$ cat config.mk
export PLATFORM = sky130hd
export DESIGN_NAME = alu_ctl_decoder
export DESIGN_NICKNAME = d
export VERILOG_FILES = /design/src/rtl/alu_ctl_pkg.sv /design/src/rtl/funct_classifier.sv /design/src/rtl/op_mapper.sv /design/src/rtl/shamt_select.sv /design/src/rtl/alu_ctl_decoder.sv
export SDC_FILE = /design/constraint.sdc
export NUM_CORES = 1
export LEC_CHECK = 0
export BUFFER_PORTS_ARGS = -buffer_cell sky130_fd_sc_hd__buf_2
export CAP_MARGIN = 20
export CORE_AREA = 2 2 39 41
export DETAILED_ROUTE_END_ITERATION = 8
export DIE_AREA = 0 0 41 43
export PLACE_DENSITY_LB_ADDON = 0.15
export SLEW_MARGIN = 10
export SYNTH_ARGS = -nofsm -noshare
export SYNTH_HDL_FRONTEND = slang
export SYNTH_SLANG_ARGS = --single-unit
$ cat constraint.sdc
create_clock -name vclk -period 1.2
set_input_delay 0.12 -clock vclk [all_inputs]
set_output_delay 0.12 -clock vclk [all_outputs]
set_load 0.01 [all_outputs]
$ cat src/rtl/alu_ctl_pkg.sv
package alu_ctl_pkg;

    localparam int FUNCT_W = 6;
    localparam int OPC_W   = 4;
    localparam int MODE_W  = 2;

    typedef enum logic [MODE_W-1:0] {
        MODE_ADD   = 2'b00,
        MODE_SUB   = 2'b01,
        MODE_FIELD = 2'b10,
        MODE_UPPER = 2'b11
    } alu_mode_e;

    typedef enum logic [2:0] {
        FC_ADD,
        FC_SUB,
        FC_AND,
        FC_OR,
        FC_SLT,
        FC_JREG,
        FC_SHL,
        FC_OTHER
    } funct_class_e;

    typedef enum logic [1:0] {
        AMT_ZERO,
        AMT_FIELD,
        AMT_CONST
    } amt_src_e;

    localparam logic [FUNCT_W-1:0] FN_ADD  = 6'b100000;
    localparam logic [FUNCT_W-1:0] FN_SUB  = 6'b100010;
    localparam logic [FUNCT_W-1:0] FN_AND  = 6'b100100;
    localparam logic [FUNCT_W-1:0] FN_OR   = 6'b100101;
    localparam logic [FUNCT_W-1:0] FN_SLT  = 6'b101010;
    localparam logic [FUNCT_W-1:0] FN_JREG = 6'b001000;
    localparam logic [FUNCT_W-1:0] FN_SHL  = 6'b000000;

    localparam logic [OPC_W-1:0] OPC_AND   = 4'b0000;
    localparam logic [OPC_W-1:0] OPC_OR    = 4'b0001;
    localparam logic [OPC_W-1:0] OPC_ADD   = 4'b0010;
    localparam logic [OPC_W-1:0] OPC_SUB   = 4'b0110;
    localparam logic [OPC_W-1:0] OPC_SLT   = 4'b0111;
    localparam logic [OPC_W-1:0] OPC_SHIFT = 4'b1000;

endpackage

$ cat src/rtl/funct_classifier.sv
module funct_classifier
    import alu_ctl_pkg::*;
(
    input  logic [FUNCT_W-1:0] funct_i,
    output funct_class_e       class_o
);

    always_comb begin
        unique case (funct_i)
            FN_ADD:  class_o = FC_ADD;
            FN_SUB:  class_o = FC_SUB;
            FN_AND:  class_o = FC_AND;
            FN_OR:   class_o = FC_OR;
            FN_SLT:  class_o = FC_SLT;
            FN_JREG: class_o = FC_JREG;
            FN_SHL:  class_o = FC_SHL;
            default: class_o = FC_OTHER;
        endcase
    end

endmodule

$ cat src/rtl/op_mapper.sv
module op_mapper
    import alu_ctl_pkg::*;
(
    input  alu_mode_e        mode_i,
    input  funct_class_e     class_i,
    output logic [OPC_W-1:0] opc_o,
    output logic             shift_sel_o,
    output logic             jump_reg_o,
    output amt_src_e         amt_src_o
);

    always_comb begin
        opc_o       = OPC_ADD;
        shift_sel_o = 1'b0;
        jump_reg_o  = 1'b0;
        amt_src_o   = AMT_ZERO;
        unique case (mode_i)
            MODE_ADD:   opc_o = OPC_ADD;
            MODE_SUB:   opc_o = OPC_SUB;
            MODE_UPPER: begin
                opc_o       = OPC_SHIFT;
                shift_sel_o = 1'b1;
                amt_src_o   = AMT_CONST;
            end
            MODE_FIELD: begin
                unique case (class_i)
                    FC_ADD:   opc_o = OPC_ADD;
                    FC_SUB:   opc_o = OPC_SUB;
                    FC_AND:   opc_o = OPC_AND;
                    FC_OR:    opc_o = OPC_OR;
                    FC_SLT:   opc_o = OPC_SLT;
                    FC_JREG:  jump_reg_o = 1'b1;
                    FC_SHL: begin
                        opc_o       = OPC_SHIFT;
                        shift_sel_o = 1'b1;
                        amt_src_o   = AMT_FIELD;
                    end
                    FC_OTHER: opc_o = OPC_ADD;
                endcase
            end
        endcase
    end

endmodule

$ cat src/rtl/shamt_select.sv
module shamt_select
    import alu_ctl_pkg::*;
#(
    parameter int SHAMT_W     = 5,
    parameter int UPPER_SHIFT = 16
) (
    input  amt_src_e           src_i,
    input  logic [SHAMT_W-1:0] field_i,
    output logic [SHAMT_W-1:0] amt_o
);

    localparam logic [SHAMT_W-1:0] UpperAmt = SHAMT_W'(UPPER_SHIFT);

    always_comb begin
        unique case (src_i)
            AMT_FIELD: amt_o = field_i;
            AMT_CONST: amt_o = UpperAmt;
            default:   amt_o = '0;
        endcase
    end

endmodule

$ cat src/rtl/alu_ctl_decoder.sv
module alu_ctl_decoder
    import alu_ctl_pkg::*;
#(
    parameter int SHAMT_W     = 5,
    parameter int UPPER_SHIFT = 16
) (
    input  logic [MODE_W-1:0]  alu_mode_i,
    input  logic [FUNCT_W-1:0] funct_i,
    input  logic [SHAMT_W-1:0] shamt_i,
    output logic [OPC_W-1:0]   alu_opc_o,
    output logic               shift_sel_o,
    output logic [SHAMT_W-1:0] shift_amt_o,
    output logic               jump_reg_o
);

    funct_class_e fclass;
    amt_src_e     amt_src;

    funct_classifier u_class (
        .funct_i (funct_i),
        .class_o (fclass)
    );

    op_mapper u_map (
        .mode_i      (alu_mode_e'(alu_mode_i)),
        .class_i     (fclass),
        .opc_o       (alu_opc_o),
        .shift_sel_o (shift_sel_o),
        .jump_reg_o  (jump_reg_o),
        .amt_src_o   (amt_src)
    );

    shamt_select #(
        .SHAMT_W     (SHAMT_W),
        .UPPER_SHIFT (UPPER_SHIFT)
    ) u_amt (
        .src_i   (amt_src),
        .field_i (shamt_i),
        .amt_o   (shift_amt_o)
    );

endmodule

==> results of run 1 <==
-- Yosys cell counts --
cell | count | area [sq um]
sky130_fd_sc_hd__nor2_1 | 4 | 15.01
sky130_fd_sc_hd__or3_4 | 1 | 11.26
sky130_fd_sc_hd__and3_1 | 1 | 6.260
sky130_fd_sc_hd__nor2b_4 | 1 | 13.76
sky130_fd_sc_hd__nand2_1 | 4 | 15.01
sky130_fd_sc_hd__inv_1 | 1 | 3.750
sky130_fd_sc_hd__o311ai_0 | 1 | 8.760
sky130_fd_sc_hd__nand4bb_1 | 1 | 11.26
sky130_fd_sc_hd__nor3b_4 | 1 | 18.77
sky130_fd_sc_hd__a32o_1 | 1 | 10.01
sky130_fd_sc_hd__nor3_1 | 3 | 15.01
sky130_fd_sc_hd__nor4b_1 | 1 | 8.760
sky130_fd_sc_hd__o21ai_0 | 2 | 10.01
sky130_fd_sc_hd__a21boi_0 | 1 | 7.510
sky130_fd_sc_hd__a21oi_1 | 1 | 5.000
sky130_fd_sc_hd__nor2b_1 | 1 | 6.260
sky130_fd_sc_hd__nand3_1 | 1 | 5.000
sky130_fd_sc_hd__and2_1 | 4 | 25.02
sky130_fd_sc_hd__or2b_1 | 1 | 7.510
sky130_fd_sc_hd__nor3_2 | 1 | 10.01
-- cell type report --
cell class	instances	share of cell area, %
multi-input cells	31	49.38
repair buffers	36	45.91
well taps	16	3.970
inverters	1	0.7444
-- layer usage --
metal | global-route usage, % | up-vias
li1 | - | 189
met1 | 11.71 | 159
met2 | 13.13 | 6
met3 | 0 | 0
met4 | 0 | 0
met5 | 0 | -
-- layout by cell type (no fill, tap or decap), types with 2 or more instances in the layout --
| cell type | Yosys | layout |
|---|---|---|
| sky130_fd_sc_hd__and2_1 | 4 | 4 |
| sky130_fd_sc_hd__buf_6 | 0 | 3 |
| sky130_fd_sc_hd__buf_4 | 0 | 12 |
| sky130_fd_sc_hd__nor2_1 | 4 | 4 |
| sky130_fd_sc_hd__buf_2 | 0 | 20 |
| sky130_fd_sc_hd__nor3_2 | 1 | 2 |
| sky130_fd_sc_hd__nand2_1 | 4 | 4 |
| sky130_fd_sc_hd__o21ai_1 | 0 | 2 |
-- logic make-up (layout without fill, tap and decap cells) --
| family | after synthesis | after routing | share of synthesized area [%] |
|---|---|---|---|
| simple gates | 25 | 25 | 78.94 |
| compound gates | 6 | 6 | 19.30 |
| buf+inv | 1 | 37 | 1.753 |
-- how the worst max path moves through the flow --
stage	endpoint	slack (ns)	depth (start not counted)
CTS	shift_amt_o[2]	-0.12	6
floorplan	shift_amt_o[0]	0.07	4
global route	shift_sel_o	-0.20	8
detailed placement	shift_amt_o[2]	-0.15	6
finish	shift_amt_o[0]	-0.11	6
global placement	shift_amt_o[3]	-0.15	6
-- where the power goes --
group          switching, mW  leakage [nW]  internal, mW  total [mW]
Combinational         0.0576         0.251        0.0685       0.126
Clock                      0             0             0           0
Sequential                 0             0             0           0
Total                 0.0576         0.251        0.0685       0.126
-- what timing repair did --
item | in CTS | in global routing
setup buffers | 1 | 0
gates cloned | 0 | 0
endpoints found under the setup margin | 11 | 11
pin swaps | 5 | 6
gates resized for setup | 6 | 10
-- per-stage QoR --
stage | setup slack (ns) | cells | hold WS, ns | TNS [ns] | area, sq um
2_1_floorplan | 0.06626 | 32 | 0.2944 | 0 | 214.0
4_1_cts | -0.1227 | 84 | 0.5029 | -0.7382 | 457.9
3_5_place_dp | -0.1479 | 83 | 0.5218 | -0.8954 | 436.7
5_1_grt | -0.1978 | 84 | 0.5234 | -1.359 | 504.2
6_report | -0.1087 | 84 | 0.5078 | -0.6822 | 504.2
3_3_place_gp | -0.1471 | 83 | 0.5182 | -0.8907 | 436.7
==> summary.log, run 1 <==
INFO  outcome        outcome=complete, but fails checks
INFO  outcome        violations=setup timing
INFO  global_route   grt.overflow.total=0
INFO  routing        vias_per_cell=4.214
INFO  routing        detailedRoute.firstIterationViolations=0
INFO  setup_path     worst_path_dominant_cell_family=simple AND/OR/NAND/NOR gates
INFO  finish         nClkBuffers=0
INFO  finish         antenna_cells_inserted=0
INFO  power_and_ir_drop power.ir.vdd_worst=0.00008458V
INFO  global_route   grt_antenna_before_repair=0
INFO  finish         utilization=36.44%
INFO  finish         filler_cell_count=147
INFO  global_route   grt_use_total=7.892%
INFO  yosys          synthesis.instances=32
INFO  yosys          avgSynthCellArea=6.686squm
INFO  clocking       cts_hold_buf=0
INFO  routing        route.top_layer_used=met3
INFO  placed_design  post-dp-hpwl=640.3um
INFO  min_path       hp_start=alu_mode_i[1]
INFO  routing        detail_route.wl_per_cell=9.048um
INFO  yosys          yosysSeqAreaShare=0%
INFO  min_path       worst_hold_path.num_cells=3
INFO  routing        post-route-drc-count=0
INFO  setup_path     worst-endpoint-required=1.08ns
INFO  setup_path     criticalPathCategory=input port to output port
INFO  sta            max_slew_margin=79.86%
INFO  routing        drtPass1Iterations=1
INFO  setup_path     worstSetupEndpointType=output port
INFO  setup_path     critical_path_startpoint=funct_i[0]
INFO  routing        via_count=354
INFO  global_route   grt_first_pass_wirelength=1076um
INFO  floorplanning  chipWidth=41um
INFO  finish         fin_nets=83
INFO  setup_path     timing.critical_path.slowest_stage_cell=sky130_fd_sc_hd__or3_4
INFO  setup_path     worst_ep_arrival_time=1.19ns
INFO  setup_path     critPathMaxFanout=4
INFO  placed_design  gp_congestion=0.6855
INFO  setup_path     timing.critical_path.buf_inv=2
INFO  sta            fin_crit=1.309ns
INFO  sta            timing.final.max_slew_violations=0
INFO  setup_path     max_stage_delay=0.40ns
INFO  min_path       min_path_type=input port to output port
INFO  sta            worst_slack=-0.1087ns
INFO  sta            timing_worst_slew_pin_value=0.2999ns
INFO  yosys          synth.cell_area=214.0squm
INFO  sta            min_period_over_period=109.1%
INFO  min_path       timing.hold.worst_endpoint=alu_opc_o[1]
INFO  finish         drive_above_1_share=67.65%
INFO  global_route   vias_in_the_first_global_route=269
INFO  finish         sequential_cell_total=0
INFO  yosys          synth.yosys.warnings=0
INFO  floorplanning  fp.coreArea=1384squm
INFO  yosys          syn-num-nets=45
INFO  routing        met2WireLength=413um
INFO  global_route   grt_max_degree=7
INFO  floorplanning  rows=14
INFO  sta            final_setup_violation_count=7
INFO  finish         multi_input_comb_area=249.0squm
INFO  finish         register_area=0squm
INFO  floorplanning  fp.dieH=43um
INFO  floorplanning  io_pins=24
INFO  yosys          post_synth_num_cell_types=20
INFO  setup_path     worstSetupStartpointType=input port
INFO  floorplanning  die-area=1763squm
INFO  finish         flow.area_growth_from_synthesis=135.7%
INFO  sta            grt_setup_unrepaired=yes
INFO  placed_design  port_buffers=24
INFO  sta            fmax=0.7641GHz
INFO  floorplanning  initial_core_util=15.46%
INFO  routing        route.final.wire_length=760um
INFO  routing        number_of_nets_with_antenna_violations_after_detailed_routing=0
INFO  power_and_ir_drop report.power.total=0.1261mW
INFO  job            maxCapViolations=0
INFO  sta            timing.final.hold_violations=0
INFO  power_and_ir_drop cellLeakagePower=0.2505nW
INFO  routing        m1WireLength=317um
INFO  routing        met3RoutedLength=29um
INFO  power_and_ir_drop cellPowerDensity=250.1nW/um^2
INFO  setup_path     cp_cell_sequence=buf_6 -> or3_4 -> nor2b_4 -> nor3b_4 -> and2_1 -> buf_2
Note: power is estimated with default switching activity, not from simulation.
==> inputs of run 2 (changes only) <==
clock period = 1.38 ns   (was 1.2 ns; I/O delays follow)
==> run 2 against run 1 <==
Net effect: the run now ends clean; sequential share of layout area unchanged; total power down 32%; clock-buffer cell count unchanged; combinational power down 32%; die area unchanged; global-route usage down 1.0 points; hold slack better by 0.049 ns; final cell count down 7.1%; critical path depth unchanged; non-clock buffer count down 6.
==> summary.log, run 2 (same netlist as run 1, synthesis figures left out) <==
INFO  outcome        outcome=completed
INFO  finish         register_area=0squm [unchanged]
INFO  min_path       hp_start=alu_mode_i[1]
INFO  sta            fmax=0.7454GHz
INFO  power_and_ir_drop power_switching=0.04032mW [-30%]
INFO  power_and_ir_drop cellPowerDensity=207.5nW/um^2 [-17%]
INFO  routing        via_count=329 [-7.1%]
INFO  setup_path     critPathMaxFanout=4 [unchanged]
INFO  finish         nClkBuffers=0 [unchanged]
INFO  routing        vias_per_cell=4.218 [about the same]
INFO  finish         layout.cells.most_common_list=22 x sky130_fd_sc_hd__buf_2, 6 x sky130_fd_sc_hd__buf_4, 4 x sky130_fd_sc_hd__and2_1, 4 x sky130_fd_sc_hd__nor2_1, 4 x sky130_fd_sc_hd__nand2_1
INFO  setup_path     worstSetupEndpointType=output port
INFO  sta            max_slew_margin=73.33% [-6.5 points]
INFO  clocking       post_cts.repair.setup_buffers=0 [-1]
INFO  routing        drtPass1Iterations=5 [+4]
INFO  global_route   grt_use_total=6.893% [-1.0 points]
INFO  power_and_ir_drop p_sw_share=47.19% [+1.5 points]
INFO  floorplanning  io_pins=24 [unchanged]
INFO  sta            grt_setup_unrepaired=yes
INFO  floorplanning  fp.coreArea=1384squm [unchanged]
INFO  placed_design  gp_congestion=0.6672 [-2.7%]
INFO  power_and_ir_drop power.sequential.fraction=0% [unchanged]
INFO  global_route   grt.overflow.total=0 [unchanged]
INFO  job            maxCapViolations=0 [unchanged]
INFO  floorplanning  chipWidth=41um [unchanged]
INFO  setup_path     critical_path_startpoint=funct_i[2]
INFO  placed_design  post-dp-hpwl=607.5um [-5.1%]
INFO  sta            timing.final.hold_violations=0 [unchanged]
INFO  power_and_ir_drop cellLeakagePower=0.2098nW [-16%]
INFO  sta            final_setup_violation_count=0 [-7]
INFO  setup_path     criticalPathCategory=input port to output port
INFO  routing        number_of_nets_with_antenna_violations_after_detailed_routing=0 [unchanged]
INFO  setup_path     worst-endpoint-required=1.24ns [+0.16 ns]
INFO  finish         sequential_cell_total=0 [unchanged]
INFO  global_route   grt_antenna_before_repair=0 [unchanged]
INFO  sta            min_period_over_period=97.22%
INFO  global_route   vias_in_the_first_global_route=246 [-8.6%]
INFO  power_and_ir_drop p_comb_share=100.0% [about the same]
INFO  sta            fin_crit=1.342ns
INFO  routing        detailedRoute.firstIterationViolations=3 [+3]
INFO  clocking       cts_hold_buf=0 [unchanged]
INFO  power_and_ir_drop power.ir.vdd_worst=0.00006593V [-22%]
INFO  power_and_ir_drop power_report.internal_total=0.04512mW [-34%]
INFO  floorplanning  die-area=1763squm [unchanged]
INFO  routing        post-route-drc-count=0 [unchanged]
INFO  floorplanning  initial_core_util=15.46% [unchanged]
INFO  placed_design  port_buffers=24 [unchanged]
INFO  floorplanning  fp.dieH=43um [unchanged]
INFO  routing        route.final.wire_length=681um [-10%]
INFO  setup_path     worst_ep_arrival_time=1.20ns [about the same]
INFO  setup_path     worstSetupStartpointType=input port
INFO  global_route   grt_max_degree=7 [unchanged]
INFO  finish         fin_nets=77 [-7.2%]
INFO  min_path       min_path_type=input port to output port
INFO  placed_design  place_area=399.1squm [-8.6%]
INFO  finish         antenna_cells_inserted=0 [unchanged]
INFO  sta            timing.final.max_slew_violations=0 [unchanged]
INFO  floorplanning  rows=14 [unchanged]
INFO  sta            timing_worst_slew_pin_value=0.3950ns [+0.09518 ns]
INFO  finish         drive_above_1_share=54.84% [-13 points]
INFO  finish         flow.area_growth_from_synthesis=92.40%
INFO  finish         finish.instance_area=411.6squm [-18%]
INFO  power_and_ir_drop clkPwrFrac=0% [unchanged]
INFO  global_route   grt_first_pass_wirelength=952um [-12%]
INFO  power_and_ir_drop report.power.total=0.08544mW [-32%]
INFO  sta            finalSetupTns=0ns [+0.6822 ns]
INFO  routing        detail_route.wl_per_cell=8.731um [-3.5%]
INFO  finish         filler_cell_count=156 [+6.1%]
INFO  finish         layout.cells.most_common=sky130_fd_sc_hd__buf_2
INFO  sta            hold-worst-slack=0.5569ns [+0.04915 ns]
run 2: area by class of cell:
| cell class | instances | area [sq um] | area share (%) |
|---|---|---|---|
| multi-input combinational | 31 | 210.2 | 51.06 |
| tap | 16 | 20.02 | 4.863 |
| timing repair buffer | 30 | 177.7 | 43.16 |
| inverter | 1 | 3.754 | 0.9119 |
run 2: power by group through the flow:
stage	combinational (mW)	clock, mW	sequential [mW]
finish	0.0854	0	0
global route	0.0941	0	0
CTS	0.0829	0	0
detailed placement	0.0827	0	0
global placement	0.0842	0	0
floorplan	0.0311	0	0
run 2: final timing paths:
kind / endpoint / depth (start not counted) / slack (ns)
min: alu_opc_o[1] / 3 / 0.56
max: shift_amt_o[3] / 6 / 0.04
run 2: per-stage QoR:
step / setup slack (ns) / std cells / utilization (%)
finish: 0.03840 / 78 / 29.75
global route: -0.03373 / 78 / 29.75
CTS: 0.001549 / 78 / 28.84
detailed placement: 0.001676 / 78 / 28.84
global placement: 0.0004566 / 78 / 28.84
floorplan: 0.2103 / 32 / -
run 2: layer usage:
metal | vias to the layer above | GRT usage (%) | wire, um
li1 | 177 | - | -
met1 | 146 | 10.13 | 306
met2 | 6 | 11.56 | 335
met3 | 0 | 0 | 38
met4 | 0 | 0 | 0
met5 | - | 0 | 0
run 2: what timing repair did:
item	CTS	global route
resized for setup	0	2
endpoints found under the setup margin	0	5
hold endpoints to repair	0	0
run 2: worst max-delay path, cell delays in order:
cell and delay, ns:
sky130_fd_sc_hd__buf_6 0.09, sky130_fd_sc_hd__or3_4 0.39, sky130_fd_sc_hd__nor2b_4 0.12, sky130_fd_sc_hd__nor3b_4 0.20
sky130_fd_sc_hd__and2_1 0.14, sky130_fd_sc_hd__buf_2 0.12
